`src/rtl/slot_hp_pkg.sv`:
```
package slot_hp_pkg;

    // Byte offsets of the software-visible registers
    localparam int unsigned OFS_INSERTED  = 0;
    localparam int unsigned OFS_REMOVED   = 4;
    localparam int unsigned OFS_EJECT     = 8;
    localparam int unsigned OFS_REMOVABLE = 12;

    // Register selected by the current access
    typedef enum logic [2:0] {
        SEL_NONE,
        SEL_INSERTED,
        SEL_REMOVED,
        SEL_EJECT,
        SEL_REMOVABLE
    } hp_sel_e;

endpackage

```
`src/rtl/hp_reg_decode.sv`:
```
module hp_reg_decode
    import slot_hp_pkg::*;
#(
    parameter int unsigned ADDR_W    = 4,
    parameter int unsigned DATA_W    = 32,
    parameter int unsigned NUM_SLOTS = 32
) (
    input  logic                 acc_valid_i,
    input  logic                 acc_write_i,
    input  logic [ADDR_W-1:0]    acc_addr_i,
    input  logic [NUM_SLOTS-1:0] inserted_i,
    input  logic [NUM_SLOTS-1:0] removed_i,
    input  logic [NUM_SLOTS-1:0] removable_i,
    output hp_sel_e              sel_o,
    output logic                 wr_inserted_o,
    output logic                 wr_removed_o,
    output logic                 wr_eject_o,
    output logic [DATA_W-1:0]    rdata_o
);

    logic do_wr;
    logic do_rd;

    always_comb begin
        do_wr = acc_valid_i && acc_write_i;
        do_rd = acc_valid_i && !acc_write_i;

        if (acc_addr_i == ADDR_W'(OFS_INSERTED)) begin
            sel_o = SEL_INSERTED;
        end else if (acc_addr_i == ADDR_W'(OFS_REMOVED)) begin
            sel_o = SEL_REMOVED;
        end else if (acc_addr_i == ADDR_W'(OFS_EJECT)) begin
            sel_o = SEL_EJECT;
        end else if (acc_addr_i == ADDR_W'(OFS_REMOVABLE)) begin
            sel_o = SEL_REMOVABLE;
        end else begin
            sel_o = SEL_NONE;
        end

        wr_inserted_o = do_wr && (sel_o == SEL_INSERTED);
        wr_removed_o  = do_wr && (sel_o == SEL_REMOVED);
        wr_eject_o    = do_wr && (sel_o == SEL_EJECT);

        rdata_o = '0;
        if (do_rd) begin
            case (sel_o)
                SEL_INSERTED:  rdata_o[NUM_SLOTS-1:0] = inserted_i;
                SEL_REMOVED:   rdata_o[NUM_SLOTS-1:0] = removed_i;
                SEL_REMOVABLE: rdata_o[NUM_SLOTS-1:0] = removable_i;
                default:       rdata_o = '0;
            endcase
        end
    end

endmodule

```
`src/rtl/hp_event_capture.sv`:
```
module hp_event_capture #(
    parameter int unsigned NUM_SLOTS  = 32,
    parameter int unsigned SLOT_W     = 5,
    parameter int unsigned GPE_W      = 16,
    parameter int unsigned GPE_HP_BIT = 1
) (
    input  logic                 clk,
    input  logic                 rst_n,
    input  logic                 evt_valid_i,
    input  logic                 evt_remove_i,
    input  logic                 evt_cold_i,
    input  logic [SLOT_W-1:0]    evt_slot_i,
    input  logic                 wr_inserted_i,
    input  logic                 wr_removed_i,
    input  logic [NUM_SLOTS-1:0] wr_data_i,
    output logic [NUM_SLOTS-1:0] inserted_o,
    output logic [NUM_SLOTS-1:0] removed_o,
    output logic [GPE_W-1:0]     gpe_set_o
);

    typedef struct packed {
        logic [NUM_SLOTS-1:0] up;
        logic [NUM_SLOTS-1:0] down;
        logic                 gpe;
    } cap_state_t;

    cap_state_t st_d, st_q;

    logic [NUM_SLOTS-1:0] slot_hit;
    logic                 hot_evt;
    logic                 hot_ins;
    logic                 hot_rem;

    // One decoder leg per slot
    for (genvar g = 0; g < NUM_SLOTS; g++) begin : g_slot_dec
        assign slot_hit[g] = (evt_slot_i == SLOT_W'(g));
    end

    always_comb begin
        hot_ins = evt_valid_i && !evt_remove_i && !evt_cold_i;
        hot_rem = evt_valid_i && evt_remove_i;
        hot_evt = hot_ins || hot_rem;

        st_d     = st_q;
        st_d.gpe = hot_evt;

        // Software writes first; a hot event on the same edge overrides them
        if (wr_inserted_i) begin
            st_d.up = wr_data_i;
        end
        if (wr_removed_i) begin
            st_d.down = wr_data_i;
        end

        if (hot_evt) begin
            st_d.up   = hot_ins ? slot_hit : '0;
            st_d.down = hot_rem ? slot_hit : '0;
        end
    end

    always_ff @(posedge clk) begin
        if (!rst_n) begin
            st_q <= '0;
        end else begin
            st_q <= st_d;
        end
    end

    always_comb begin
        inserted_o            = st_q.up;
        removed_o             = st_q.down;
        gpe_set_o             = '0;
        gpe_set_o[GPE_HP_BIT] = st_q.gpe;
    end

    // Hot insert leaves only the slot bit set in the inserted bitmap
    p_insert_onehot_r2: assert property (@(posedge clk) disable iff (!rst_n)
        (evt_valid_i && !evt_remove_i && !evt_cold_i)
        |=> (inserted_o == (NUM_SLOTS'(1) << $past(evt_slot_i))) && (removed_o == '0));

    // Hot remove leaves only the slot bit set in the removed bitmap
    p_remove_onehot_r3: assert property (@(posedge clk) disable iff (!rst_n)
        (evt_valid_i && evt_remove_i)
        |=> (removed_o == (NUM_SLOTS'(1) << $past(evt_slot_i))) && (inserted_o == '0));

    // Set requests touch only the hotplug bit, one per hot event
    p_gpe_only_bit_r4: assert property (@(posedge clk) disable iff (!rst_n)
        (gpe_set_o != '0) |-> (gpe_set_o == (GPE_W'(1) << GPE_HP_BIT)));

    p_gpe_after_evt_r4: assert property (@(posedge clk) disable iff (!rst_n)
        (evt_valid_i && (evt_remove_i || !evt_cold_i)) |=> gpe_set_o[GPE_HP_BIT]);

    // Cold insert without a software write leaves everything as it was
    p_cold_quiet_r5: assert property (@(posedge clk) disable iff (!rst_n)
        (evt_valid_i && !evt_remove_i && evt_cold_i && !wr_inserted_i && !wr_removed_i)
        |=> $stable(inserted_o) && $stable(removed_o) && (gpe_set_o == '0));

    // Plain software write stores the full value
    p_sw_write_r6: assert property (@(posedge clk) disable iff (!rst_n)
        (wr_inserted_i && !evt_valid_i) |=> (inserted_o == $past(wr_data_i)));

endmodule

```
`src/rtl/hp_lsb_encoder.sv`:
```
module hp_lsb_encoder #(
    parameter int unsigned W     = 32,
    parameter int unsigned IDX_W = 5
) (
    input  logic [W-1:0]     vec_i,
    output logic             found_o,
    output logic [IDX_W-1:0] idx_o
);

    always_comb begin
        found_o = 1'b0;
        idx_o   = '0;
        // Scan from the top so the lowest set bit is the last to land
        for (int i = W - 1; i >= 0; i--) begin
            if (vec_i[i]) begin
                found_o = 1'b1;
                idx_o   = IDX_W'(i);
            end
        end
    end

endmodule

```
`src/rtl/hp_eject_gen.sv`:
```
module hp_eject_gen #(
    parameter int unsigned NUM_SLOTS = 32,
    parameter int unsigned SLOT_W    = 5
) (
    input  logic                 clk,
    input  logic                 rst_n,
    input  logic                 eject_wr_i,
    input  logic [NUM_SLOTS-1:0] wdata_i,
    output logic                 eject_pulse_o,
    output logic [SLOT_W-1:0]    eject_slot_o
);

    typedef struct packed {
        logic              pulse;
        logic [SLOT_W-1:0] slot;
    } ej_state_t;

    ej_state_t st_d, st_q;

    logic              lsb_found;
    logic [SLOT_W-1:0] lsb_idx;

    hp_lsb_encoder #(
        .W     (NUM_SLOTS),
        .IDX_W (SLOT_W)
    ) u_lsb (
        .vec_i   (wdata_i),
        .found_o (lsb_found),
        .idx_o   (lsb_idx)
    );

    always_comb begin
        st_d       = st_q;
        st_d.pulse = eject_wr_i && lsb_found;
        if (eject_wr_i && lsb_found) begin
            st_d.slot = lsb_idx;
        end
    end

    always_ff @(posedge clk) begin
        if (!rst_n) begin
            st_q <= '0;
        end else begin
            st_q <= st_d;
        end
    end

    assign eject_pulse_o = st_q.pulse;
    assign eject_slot_o  = st_q.slot;

    // Non-zero eject: pulse with a slot whose bit was set and no lower bit set
    p_eject_lsb_r7: assert property (@(posedge clk) disable iff (!rst_n)
        (eject_wr_i && (wdata_i != '0))
        |=> eject_pulse_o
            && ((($past(wdata_i) >> eject_slot_o) & NUM_SLOTS'(1)) == NUM_SLOTS'(1))
            && (($past(wdata_i) & ((NUM_SLOTS'(1) << eject_slot_o) - NUM_SLOTS'(1))) == '0));

    // Zero eject: no pulse
    p_eject_zero_r8: assert property (@(posedge clk) disable iff (!rst_n)
        (eject_wr_i && (wdata_i == '0)) |=> !eject_pulse_o);

    // Pulse only after an eject write
    p_pulse_cause_r7: assert property (@(posedge clk) disable iff (!rst_n)
        !eject_wr_i |=> !eject_pulse_o);

endmodule

```
`src/rtl/slot_hp_ctrl.sv`:
```
module slot_hp_ctrl
    import slot_hp_pkg::*;
#(
    parameter int unsigned NUM_SLOTS  = 32,
    parameter int unsigned DATA_W     = 32,
    parameter int unsigned ADDR_W     = 4,
    parameter int unsigned GPE_W      = 16,
    parameter int unsigned GPE_HP_BIT = 1,
    localparam int unsigned SLOT_W    = (NUM_SLOTS > 1) ? $clog2(NUM_SLOTS) : 1
) (
    input  logic                 clk,
    input  logic                 rst_n,
    input  logic                 acc_valid,
    input  logic                 acc_write,
    input  logic [ADDR_W-1:0]    acc_addr,
    input  logic [DATA_W-1:0]    acc_wdata,
    output logic [DATA_W-1:0]    acc_rdata,
    input  logic                 evt_valid,
    input  logic                 evt_remove,
    input  logic                 evt_cold,
    input  logic [SLOT_W-1:0]    evt_slot,
    input  logic [NUM_SLOTS-1:0] fixed_slots,
    output logic [GPE_W-1:0]     gpe_set,
    output logic                 eject_pulse,
    output logic [SLOT_W-1:0]    eject_slot
);

    hp_sel_e              sel;
    logic                 wr_inserted;
    logic                 wr_removed;
    logic                 wr_eject;
    logic [NUM_SLOTS-1:0] inserted;
    logic [NUM_SLOTS-1:0] removed;
    logic [NUM_SLOTS-1:0] rmv_d, rmv_q;
    logic [NUM_SLOTS-1:0] wslots;

    assign wslots = acc_wdata[NUM_SLOTS-1:0];

    hp_reg_decode #(
        .ADDR_W    (ADDR_W),
        .DATA_W    (DATA_W),
        .NUM_SLOTS (NUM_SLOTS)
    ) u_dec (
        .acc_valid_i   (acc_valid),
        .acc_write_i   (acc_write),
        .acc_addr_i    (acc_addr),
        .inserted_i    (inserted),
        .removed_i     (removed),
        .removable_i   (rmv_q),
        .sel_o         (sel),
        .wr_inserted_o (wr_inserted),
        .wr_removed_o  (wr_removed),
        .wr_eject_o    (wr_eject),
        .rdata_o       (acc_rdata)
    );

    hp_event_capture #(
        .NUM_SLOTS  (NUM_SLOTS),
        .SLOT_W     (SLOT_W),
        .GPE_W      (GPE_W),
        .GPE_HP_BIT (GPE_HP_BIT)
    ) u_cap (
        .clk           (clk),
        .rst_n         (rst_n),
        .evt_valid_i   (evt_valid),
        .evt_remove_i  (evt_remove),
        .evt_cold_i    (evt_cold),
        .evt_slot_i    (evt_slot),
        .wr_inserted_i (wr_inserted),
        .wr_removed_i  (wr_removed),
        .wr_data_i     (wslots),
        .inserted_o    (inserted),
        .removed_o     (removed),
        .gpe_set_o     (gpe_set)
    );

    hp_eject_gen #(
        .NUM_SLOTS (NUM_SLOTS),
        .SLOT_W    (SLOT_W)
    ) u_ej (
        .clk           (clk),
        .rst_n         (rst_n),
        .eject_wr_i    (wr_eject),
        .wdata_i       (wslots),
        .eject_pulse_o (eject_pulse),
        .eject_slot_o  (eject_slot)
    );

    // Removable mask: captured during reset, read-only afterwards
    always_comb begin
        rmv_d = rmv_q;
    end

    always_ff @(posedge clk) begin
        if (!rst_n) begin
            rmv_q <= ~fixed_slots;
        end else begin
            rmv_q <= rmv_d;
        end
    end

    // Writes to the removable register do not alter it
    p_rmv_write_ignored_r9: assert property (@(posedge clk) disable iff (!rst_n)
        (acc_valid && acc_write && (sel == SEL_REMOVABLE)) |=> $stable(rmv_q));

    // Eject register reads back zero
    p_eject_reads_zero_r8: assert property (@(posedge clk) disable iff (!rst_n)
        (acc_valid && !acc_write && (acc_addr == ADDR_W'(OFS_EJECT))) |-> (acc_rdata == '0));

    // Unmapped offsets read zero
    p_unmapped_zero_r1: assert property (@(posedge clk) disable iff (!rst_n)
        (sel == SEL_NONE) |-> (acc_rdata == '0));

    // Event wins against a same-edge bitmap write
    p_event_wins_r10: assert property (@(posedge clk) disable iff (!rst_n)
        (evt_valid && evt_remove && wr_inserted) |=> (inserted == '0));

endmodule

```
`config.mk`:
```
export PLATFORM = sky130hd
export DESIGN_NAME = slot_hp_ctrl
export DESIGN_NICKNAME = d
export VERILOG_FILES = /design/src/rtl/slot_hp_pkg.sv /design/src/rtl/hp_reg_decode.sv /design/src/rtl/hp_event_capture.sv /design/src/rtl/hp_lsb_encoder.sv /design/src/rtl/hp_eject_gen.sv /design/src/rtl/slot_hp_ctrl.sv
export SDC_FILE = /design/constraint.sdc
export NUM_CORES = 1
export LEC_CHECK = 0
export BUFFER_PORTS_ARGS = -buffer_cell sky130_fd_sc_hd__buf_4
export CAP_MARGIN = 20
export CORE_MARGIN = 1.5
export CORE_UTILIZATION = 53
export DETAILED_ROUTE_END_ITERATION = 6
export PLACE_DENSITY = 0.78
export SETUP_SLACK_MARGIN = 0.3
export SLEW_MARGIN = 25
export SYNTH_ARGS = -nofsm -noshare
export SYNTH_HDL_FRONTEND = slang
export SYNTH_HIERARCHICAL = 1
export SYNTH_SLANG_ARGS = --single-unit
```
`constraint.sdc`:
```
create_clock -name clk -period 2.8 [get_ports clk]
set_clock_uncertainty 0.1 [all_clocks]
set_input_delay 0.14 -clock clk [delete_from_list [all_inputs] [get_ports clk]]
set_output_delay 0.14 -clock clk [all_outputs]
set_load 0.02 [all_outputs]
```
==> impl_metrics.tcl, run 1 <==
set metrics [dict create \
    power_frac_comb_pct 17.2 \
    area_delta_synth_final_pct 24.2 \
    drv_cap 0 \
    worstPathRequired_ps 2560 \
    slew_violations 0 \
    ir_drop_mv 0.353 \
    drt_iter0_drc 569 \
    dpl.hpwl_mm 12.5 \
    pwr-share-seq_pct 48.4 \
    min_period_over_period_pct 66.8 \
    grt_pass1_vias 5498 \
    initial_core_util_pct 55.2 \
    multi_input_area_mm2 0.00324 \
    h-tree-depth 3 \
    grt_overflow 0 \
    grt_antenna_before_repair 0 \
    leakage_nw 3.07 \
    switching_share_pct 27.1 \
    crit_path_end_kind "primary output" \
    drive_gt1_share_pct 31.4 \
    status "completed" \
    drc 0 \
    final_net_count 877 \
    cts_buffers 9 \
    clkPwrFrac_pct 34.4 \
    fmax_ghz 0.534 \
    wl_met1_mm 7.99 \
    setup-violations-final 0 \
    ys_warn_count 6 \
    p_switching_mw 0.944 \
    dr.pass1.iters 5 \
    grt_setup_unrepaired "false" \
    worstPathArrival_ps 1630 \
    fill_cells 879 \
    clock_latency_ps 350 \
    relSlewSlack_pct 42.9 \
    ant_nets 0 \
    portBuffers 118 \
    grt_max_degree 51 \
    syn-cell-area_mm2 0.00608 \
    hold_violations 0 \
    wire_per_inst_um 19.9 \
    die_h_um 110 \
    gp_congestion 0.898 \
    avgViaCountPerCell 6.17 \
    cts_resized 0 \
    internal-power_mw 2.54 \
    core_area_mm2 0.0110 \
    fp.dieArea_mm2 0.0121 \
    clockRootBuffer "clkbuf_16" \
    grt_pass1_wl_mm 28.9 \
    cts.path.max_buffers 2 \
    tns_ps 0 \
    vias 5813 \
    wl_met3_mm 1.36 \
    seq_area_mm2 0.00238 \
    die_width_um 110 \
    cts_tree "yes" \
    final_util_pct 68.5 \
    grt_usage_pct 31.5 \
    crit_path_start_kind "input port" \
    routed_wl_mm 18.8 \
    wl_met2_mm 8.98 \
    fin_crit_ps 1870 \
    holdCritPathClass "in2reg" \
    syn-instance-count 679 \
    cp_max_fo 11 \
    num_rows 38 \
    routed.top_layer "met4" \
    num_antenna_cells 0 \
    tightest_slew_ps 857 \
    powerDensity_mw_per_mm2 460 \
    clock-sinks 103 \
    crit_type "in2out" \
    ios 134 \
    avgSynthCellArea_um2 8.96 \
    clk_pin_slew_ps 70 \
]
## flip-flops by register name, indices dropped and copies added, names as in the netlist
| name | flops |
|---|---|
| rmv_d | 32 |
| u_cap/gpe_set_o | 1 |
| u_cap/inserted_o | 32 |
| u_cap/removed_o | 32 |
| u_ej/eject_pulse_o | 1 |
| u_ej/eject_slot_o | 5 |
## metal layers
| metal | GRT usage, % | vias up |
|---|---|---|
| met5 | 0 | - |
| met1 | 40.7 | 2801 |
| met4 | 12.9 | 0 |
| met2 | 52.7 | 286 |
| met3 | 5.11 | 40 |
| li1 | - | 2686 |
## cells in the final DEF, fill, tap and decap left out, types with 2 or more instances in the layout
| master | instances |
|---|---|
| a2111oi_0 | 2 |
| a21o_1 | 2 |
| a21oi_1 | 71 |
| a22oi_1 | 32 |
| buf_4 | 133 |
| clkbuf_16 | 9 |
| clkinv_1 | 2 |
| clkinvlp_4 | 2 |
| conb_1 | 15 |
| dfxtp_1 | 71 |
| dlygate4sd3_1 | 32 |
| edfxtp_1 | 32 |
| inv_1 | 40 |
| mux2_2 | 32 |
| nand2_1 | 8 |
| nand3_1 | 4 |
| nand3b_1 | 2 |
| nand4_1 | 6 |
| nand4b_1 | 4 |
| nand4bb_1 | 7 |
| nor2_1 | 101 |
| nor2_2 | 11 |
| nor2b_1 | 64 |
| nor3_1 | 8 |
| nor3b_1 | 2 |
| nor4_1 | 5 |
| o21ai_0 | 3 |
| o21ai_2 | 5 |
| o221a_1 | 17 |
| o221a_2 | 47 |
| o311ai_0 | 2 |
| o31ai_1 | 2 |
| or4_1 | 2 |
| or4b_1 | 6 |
## per-stage QoR
stage | setup WS [ps] | area, µm² | hold WS (ps) | power (mW) | std cells
after CTS | 926 | 7560 | 47.2 | 3.48 | 942
final | 928 | 7560 | 56.9 | 3.48 | 942
after detailed placement | 790 | 6960 | 289 | 2.26 | 894
after global routing | 888 | 7560 | 69.2 | 3.60 | 942
after floorplan | 745 | 6140 | 171 | 2.05 | 693
after global placement | 853 | 6960 | 285 | 2.25 | 894
## what timing repair did
action | in CTS | in global routing
hold endpoints to repair | 32 | 0
buffers inserted | 0 | 0
hold buffers | 32 | 0
endpoints found under the setup margin | 0 | 0
## path summary, 6_finish.rpt
| kind | startpoint | endpoint | slack, ps | cells after the start |
|---|---|---|---|---|
| setup / recovery | acc_addr[1] | acc_rdata[31] | 930 | 5 |
| hold reg to reg | u_ej/eject_slot_o[3]$_SDFFE_PN0P_ | u_ej/eject_slot_o[3]$_SDFFE_PN0P_ | 360 | 2 |
| setup reg to reg | u_cap/inserted_o[2]$_SDFFE_PN0P_ | u_cap/inserted_o[2]$_SDFFE_PN0P_ | 1970 | 1 |
| hold / removal | acc_wdata[2] | u_ej/eject_slot_o[2]$_SDFFE_PN0P_ | 60 | 4 |
## power groups by stage
stage | clock (mW) | combinational (mW) | sequential, mW
after floorplan | 0 | 0.348 | 1.70
after global placement | 0 | 0.534 | 1.71
after detailed placement | 0 | 0.548 | 1.72
after CTS | 1.21 | 0.587 | 1.68
after global routing | 1.26 | 0.641 | 1.69
final | 1.20 | 0.599 | 1.68
## critical path, stage by stage
cell and delay (ps):
buf_4 120, or4b_1 740, buf_4 300, nor2_1 170, buf_4 170
## final cells by class
| class | instances | share of cell area (%) |
|---|---|---|
| Sequential cell | 103 | 31.5 |
| Timing Repair Buffer | 166 | 17.7 |
| Clock inverter | 6 | 0.480 |
| Inverter | 40 | 1.99 |
| Multi-Input combinational cell | 477 | 42.8 |
| Clock buffer | 10 | 3.16 |
| Tap cell | 140 | 2.32 |
Note: power is estimated with default switching activity, not from simulation.
==> run 2, diff against run 1 <==
--- a/config.mk
+++ b/config.mk
@@ -8,9 +8,9 @@
 export BUFFER_PORTS_ARGS = -buffer_cell sky130_fd_sc_hd__buf_4
 export CAP_MARGIN = 20
 export CORE_MARGIN = 1.5
-export CORE_UTILIZATION = 53
+export CORE_UTILIZATION = 50
 export DETAILED_ROUTE_END_ITERATION = 6
-export PLACE_DENSITY = 0.78
+export PLACE_DENSITY = 0.77
 export SETUP_SLACK_MARGIN = 0.3
 export SLEW_MARGIN = 25
 export SYNTH_ARGS = -nofsm -noshare
==> constraint.sdc (replaced) <==
create_clock -name clk -period 1.5 [get_ports clk]
set_clock_uncertainty 0.1 [all_clocks]
set_input_delay 0.075 -clock clk [delete_from_list [all_inputs] [get_ports clk]]
set_output_delay 0.075 -clock clk [all_outputs]
set_load 0.02 [all_outputs]
==> run 2 against run 1 <==
Against the previous run:
- the run now ends with negative setup slack left
- critical path depth stayed put
- sequential power increased by 89%
- worst setup slack worse by 1200 ps
- utilization increased by 15 points
- total power rose by 110%
- combinational power rose to 3.0 times the previous value
- cell area grew 32%
- sequential cell count unchanged
- critical path type is now reg2out
- largest power group unchanged
==> impl_metrics.tcl, run 2 (same netlist as run 1, synthesis figures left out) <==
set metrics [dict create \
    status "finished with violations" \
    violations "negative setup slack" \
    fmax_ghz 0.576 \
    fp.dieArea_mm2 0.0128 \
    grt_max_degree 77 \
    cts_buffers 9 \
    grt_setup_unrepaired "true" \
    grt_overflow 0 \
    grt_pass1_wl_mm 34.8 \
    cts.path.max_buffers 2 \
    relSlewSlack_pct 58.2 \
    final_common_cell "buf_4" \
    drc 0 \
    worstPathArrival_ps 1560 \
    leakage_nw 3.95 \
    crit_type "reg2out" \
    fin_crit_ps 1740 \
    grt_pass1_vias 6459 \
    cts_tree "yes" \
    grt_antenna_before_repair 0 \
    avgViaCountPerCell 6.83 \
    wire_per_inst_um 26.6 \
    crit_chain "mux2_4 > a22oi_2 > buf_4 > nor2_4 > buf_6" \
    fill_cells 560 \
    grt_usage_pct 35.3 \
    timing.final.ws_setup_ps -237 \
    worstPathRequired_ps 1320 \
    hold_violations 0 \
    cp_max_fo 1 \
    setup-violations-final 28 \
    powerDensity_mw_per_mm2 738 \
    final_net_count 962 \
    crit_path_end_kind "primary output" \
    clock_latency_ps 360 \
    ant_nets 0 \
    portBuffers 118 \
    ios 134 \
    initial_core_util_pct 50.9 \
    power_mw 7.35 \
    die_width_um 113 \
    final_util_pct 83.3 \
    holdCritPathClass "in2reg" \
    min_period_over_period_pct 116 \
    vias 7064 \
    die_h_um 113 \
    clock-sinks 103 \
    num_rows 40 \
    routed_wl_mm 27.5 \
    critPathSlowestCell "edfxtp_1" \
    drive_gt1_share_pct 58.3 \
    crit_path_start_kind "flop" \
    placed_cell_area_mm2 0.00776 \
    dr.pass1.iters 6 \
    clockRootBuffer "clkbuf_16" \
    multi_input_area_mm2 0.00454 \
    drt_iter0_drc 1094 \
    h-tree-depth 3 \
    final_cell_mix "147 x buf_4, 67 x nor2_1, 51 x dfxtp_1" \
    num_antenna_cells 0 \
    gp_congestion 0.929 \
    clk_pin_slew_ps 80 \
    dpl.hpwl_mm 14.0 \
    area_delta_synth_final_pct 63.8 \
    slew_violations 0 \
    tightest_slew_ps 621 \
    seq_area_mm2 0.00241 \
    critPathMaxStageDelay_ps 410 \
    drv_cap 0 \
    ir_drop_mv 0.656 \
    core_area_mm2 0.0120 \
    final_area_mm2 0.00997 \
]
-- run 2: cell types whose count changed in the layout (fill, tap and decap cells not counted), moves of 26 or more --
cell,before,now
a21oi_1,71,36
a21oi_2,0,35
a22oi_1,32,0
a22oi_2,0,32
buf_6,0,50
mux2_2,32,0
mux2_4,0,32
nor2_1,101,67
nor2_4,0,26
nor2b_1,64,18
nor2b_4,0,44
-- run 2: worst max-delay path: cells and delay by family, from the launching register on --
family	cells	cell delay, ps
buffers and inverters	2	290
AOI/OAI and AO/OA	1	180
muxes	1	280
DFF	1	410
and+or+nand+nor	1	30
-- run 2: final timing paths --
kind | startpoint | endpoint | slack (ps) | cells after the start
min | acc_wdata[2] | u_ej/eject_slot_o[2]$_SDFFE_PN0P_ | 70 | 5
min reg2reg | u_ej/eject_slot_o[1]$_SDFFE_PN0P_ | u_ej/eject_slot_o[1]$_SDFFE_PN0P_ | 390 | 2
max reg2reg | u_cap/inserted_o[26]$_SDFFE_PN0P_ | u_cap/inserted_o[26]$_SDFFE_PN0P_ | 540 | 2
max | rmv_d[30]$_DFFE_PN_ | acc_rdata[30] | -240 | 5
-- run 2: area by class of cell --
cell class	instances	share of cell area, %
inverters	40	1.51
flip-flops and latches	103	24.1
clock buffers	9	2.26
well taps	147	1.85
repair buffers	250	24.1
multi-input cells	478	45.5
clock inverters	7	0.640
-- run 2: stage by stage --
step | worst slack, ps | hold WS, ps | instances | setup TNS [ps]
5_1_grt | -235 | 77.5 | 1034 | -1990
6_report | -237 | 67.3 | 1034 | -1050
3_5_place_dp | -201 | 224 | 957 | -9830
2_1_floorplan | -140 | 106 | 693 | -7390
3_3_place_gp | -130 | 221 | 957 | -6470
4_1_cts | -210 | 43.6 | 1025 | -941
-- run 2: layer usage --
layer / wire, µm / vias to the layer above / GRT usage (%)
li1: - / 2864 / -
met1: 9840 / 3341 / 42.6
met2: 12600 / 656 / 58.3
met3: 3120 / 203 / 7.87
met4: 2030 / 0 / 20.3
met5: 0 / - / 0
-- run 2: what timing repair did --
action                                 in CTS  in global routing
hold buffers                               33                  0
gates resized for setup                   138                153
setup endpoints to repair                  97                102
buffers inserted                           16                  2
pin swaps                                  51                 27
endpoints found under the hold margin      33                  0
gates cloned                                3                  7
-- run 2: report_power, final --
part	internal, mW	switching (mW)
Clock	1.28	1.12
Sequential	3.07	0.115
Combinational	0.839	0.929
Total	5.19	2.17
==> run 3, diff against run 2 <==
--- a/config.mk
+++ b/config.mk
@@ -10,10 +10,11 @@
 export CORE_MARGIN = 1.5
 export CORE_UTILIZATION = 50
 export DETAILED_ROUTE_END_ITERATION = 6
-export PLACE_DENSITY = 0.77
+export PLACE_DENSITY_LB_ADDON = 0.2
 export SETUP_SLACK_MARGIN = 0.3
 export SLEW_MARGIN = 25
 export SYNTH_ARGS = -nofsm -noshare
 export SYNTH_HDL_FRONTEND = slang
 export SYNTH_HIERARCHICAL = 1
 export SYNTH_SLANG_ARGS = --single-unit
+export TNS_END_PERCENT = 20
==> run 3 against run 2 <==
Against the previous run:
- the run still ends with negative setup slack left
- non-clock buffer count fell by 29
- critical path depth fell by 1
- sequential power barely moved
- critical path type unchanged
- largest cell class unchanged
- highest routed layer unchanged
==> impl_metrics.tcl, run 3 (same netlist as run 1, synthesis figures left out) <==
set metrics [dict create \
    status "finished with violations" \
    violations "negative setup slack" \
    avgViaCountPerCell 6.14 \
    rr_endpoint "u_cap/inserted_o[23]$_SDFFE_PN0P_" \
    gp_congestion 0.939 \
    fin_cells 1004 \
    tightest_slew_ps 607 \
    slew_violations 0 \
    powerDensity_mw_per_mm2 771 \
    holdCritPathClass "in2reg" \
    routed.top_layer "met4" \
    crit_path_start_kind "flop" \
    worstPathArrival_ps 1430 \
    fp.dieArea_mm2 0.0128 \
    power_frac_comb_pct 21.1 \
    timing.final.ws_setup_ps -102 \
    hold_violations 0 \
    drc 0 \
    cts_setup_buffers 0 \
    grt_antenna_before_repair 0 \
    clk_pin_slew_ps 70 \
    whs_ps 70.7 \
    ir_drop_mv 0.591 \
    wl_met1_mm 8.80 \
    die_h_um 113 \
    grt_usage_pct 32.3 \
    initial_core_util_pct 50.9 \
    crit_chain "mux2_2 > a22oi_2 > nor2_1 > buf_4" \
    path_buf_inv 1 \
    final_cell_mix "169 x buf_4, 99 x nor2_1, 62 x dfxtp_1" \
    area_delta_synth_final_pct 48.6 \
    switching_share_pct 28.2 \
    final_common_cell "buf_4" \
    relSlewSlack_pct 59.5 \
    leakage_nw 3.54 \
    ios 134 \
    dr.pass1.iters 5 \
    fmax_ghz 0.624 \
    dpl.hpwl_mm 14.2 \
    drive_gt1_share_pct 53.1 \
    wl_met3_mm 1.74 \
    num_antenna_cells 0 \
    grt_max_degree 36 \
    grt_overflow 0 \
    pre_cts_ws_ps -409 \
    cp_max_fo 1 \
    pwr-share-seq_pct 45.3 \
    crit_type "reg2out" \
    h-tree-depth 3 \
    ant_nets 0 \
    r2r_start "u_cap/inserted_o[23]$_SDFFE_PN0P_" \
    die_width_um 113 \
    drt_iter0_drc 580 \
    wire_per_inst_um 21.2 \
    routed_wl_mm 21.3 \
    internal-power_mw 5.00 \
    final_net_count 932 \
    crit_path_end_kind "primary output" \
    num_rows 40 \
    power_mw 6.97 \
    vias 6162 \
    portBuffers 118 \
    reg2regPathDepth 1 \
    setup-violations-final 18 \
    dp_cells 954 \
    cts.path.max_buffers 2 \
    placed_cell_area_mm2 0.00750 \
    min_period_over_period_pct 107 \
    core_area_mm2 0.0120 \
    worstPathRequired_ps 1320 \
    final_area_mm2 0.00904 \
    cts_buffers 9 \
    clock-sinks 103 \
    cts_tree "yes" \
    grt_pass1_vias 5763 \
    grt_setup_unrepaired "true" \
    clock_latency_ps 360 \
    endpoint "acc_rdata[8]" \
    grt_pass1_wl_mm 31.8 \
    critPathSlowestCell "edfxtp_1" \
    p_switching_mw 1.97 \
    critical_path_cell_count 4 \
    critPathMaxStageDelay_ps 400 \
    wl_met2_mm 10.2 \
    hold_depth 5 \
    clockRootBuffer "clkbuf_16" \
    rrSetupSlack_ps 650 \
    crit_start "rmv_d[8]$_DFFE_PN_" \
    fin_crit_ps 1600 \
    drv_cap 0 \
    clkPwrFrac_pct 33.5 \
    cpLargestDelayFamily "flip-flops" \
]
==> run 3: per-layer routing <==
layer / global-route usage (%) / vias to the layer above
li1: - / 2801
met1: 42.9 / 3002
met2: 51.3 / 316
met3: 7.50 / 43
met4: 12.8 / 0
met5: 0 / -
==> run 3: final cells by class <==
cell class	count	area [µm²]
sequential	103	2390
inverter	40	150
multi-input combinational	477	4120
fill	821	2920
clock inverter	6	42.5
tap	147	184
clock buffer	10	250
timing repair buffer	221	1900
==> run 3: through the flow <==
step	utilization [%]	TNS, ps
4_1_cts	69.4	-910
3_3_place_gp	62.7	-4500
5_1_grt	75.6	-1850
3_5_place_dp	62.7	-6980
2_1_floorplan	-	-8010
6_report	75.6	-763
==> run 3: worst min path at each step <==
stage,startpoint,to,slack [ps]
global route,acc_wdata[5],u_cap/inserted_o[5]$_SDFFE_PN0P_,100
global placement,fixed_slots[2],rmv_d[2]$_DFFE_PN_,220
CTS,acc_wdata[1],u_ej/eject_slot_o[0]$_SDFFE_PN0P_,50
floorplan,fixed_slots[0],rmv_d[0]$_DFFE_PN_,110
finish,acc_wdata[1],u_ej/eject_slot_o[0]$_SDFFE_PN0P_,70
detailed placement,fixed_slots[24],rmv_d[24]$_DFFE_PN_,220
==> run 3: what timing repair did <==
action                                  CTS  global route
gates resized for setup                  37           166
pin swaps                                33            89
gates cloned                              0             0
hold buffers                             34             0
endpoints found under the hold margin    46             0
endpoints found under the setup margin   64           102
==> run 3: power groups by stage <==
| stage | logic (mW) | clock network [mW] | registers, mW |
|---|---|---|---|
| 5_1_grt | 1.55 | 2.45 | 3.18 |
| 6_report | 1.47 | 2.34 | 3.16 |
| 2_1_floorplan | 0.669 | 0 | 3.17 |
| 3_5_place_dp | 1.16 | 0 | 3.20 |
| 3_3_place_gp | 1.13 | 0 | 3.19 |
| 4_1_cts | 1.29 | 2.36 | 3.15 |
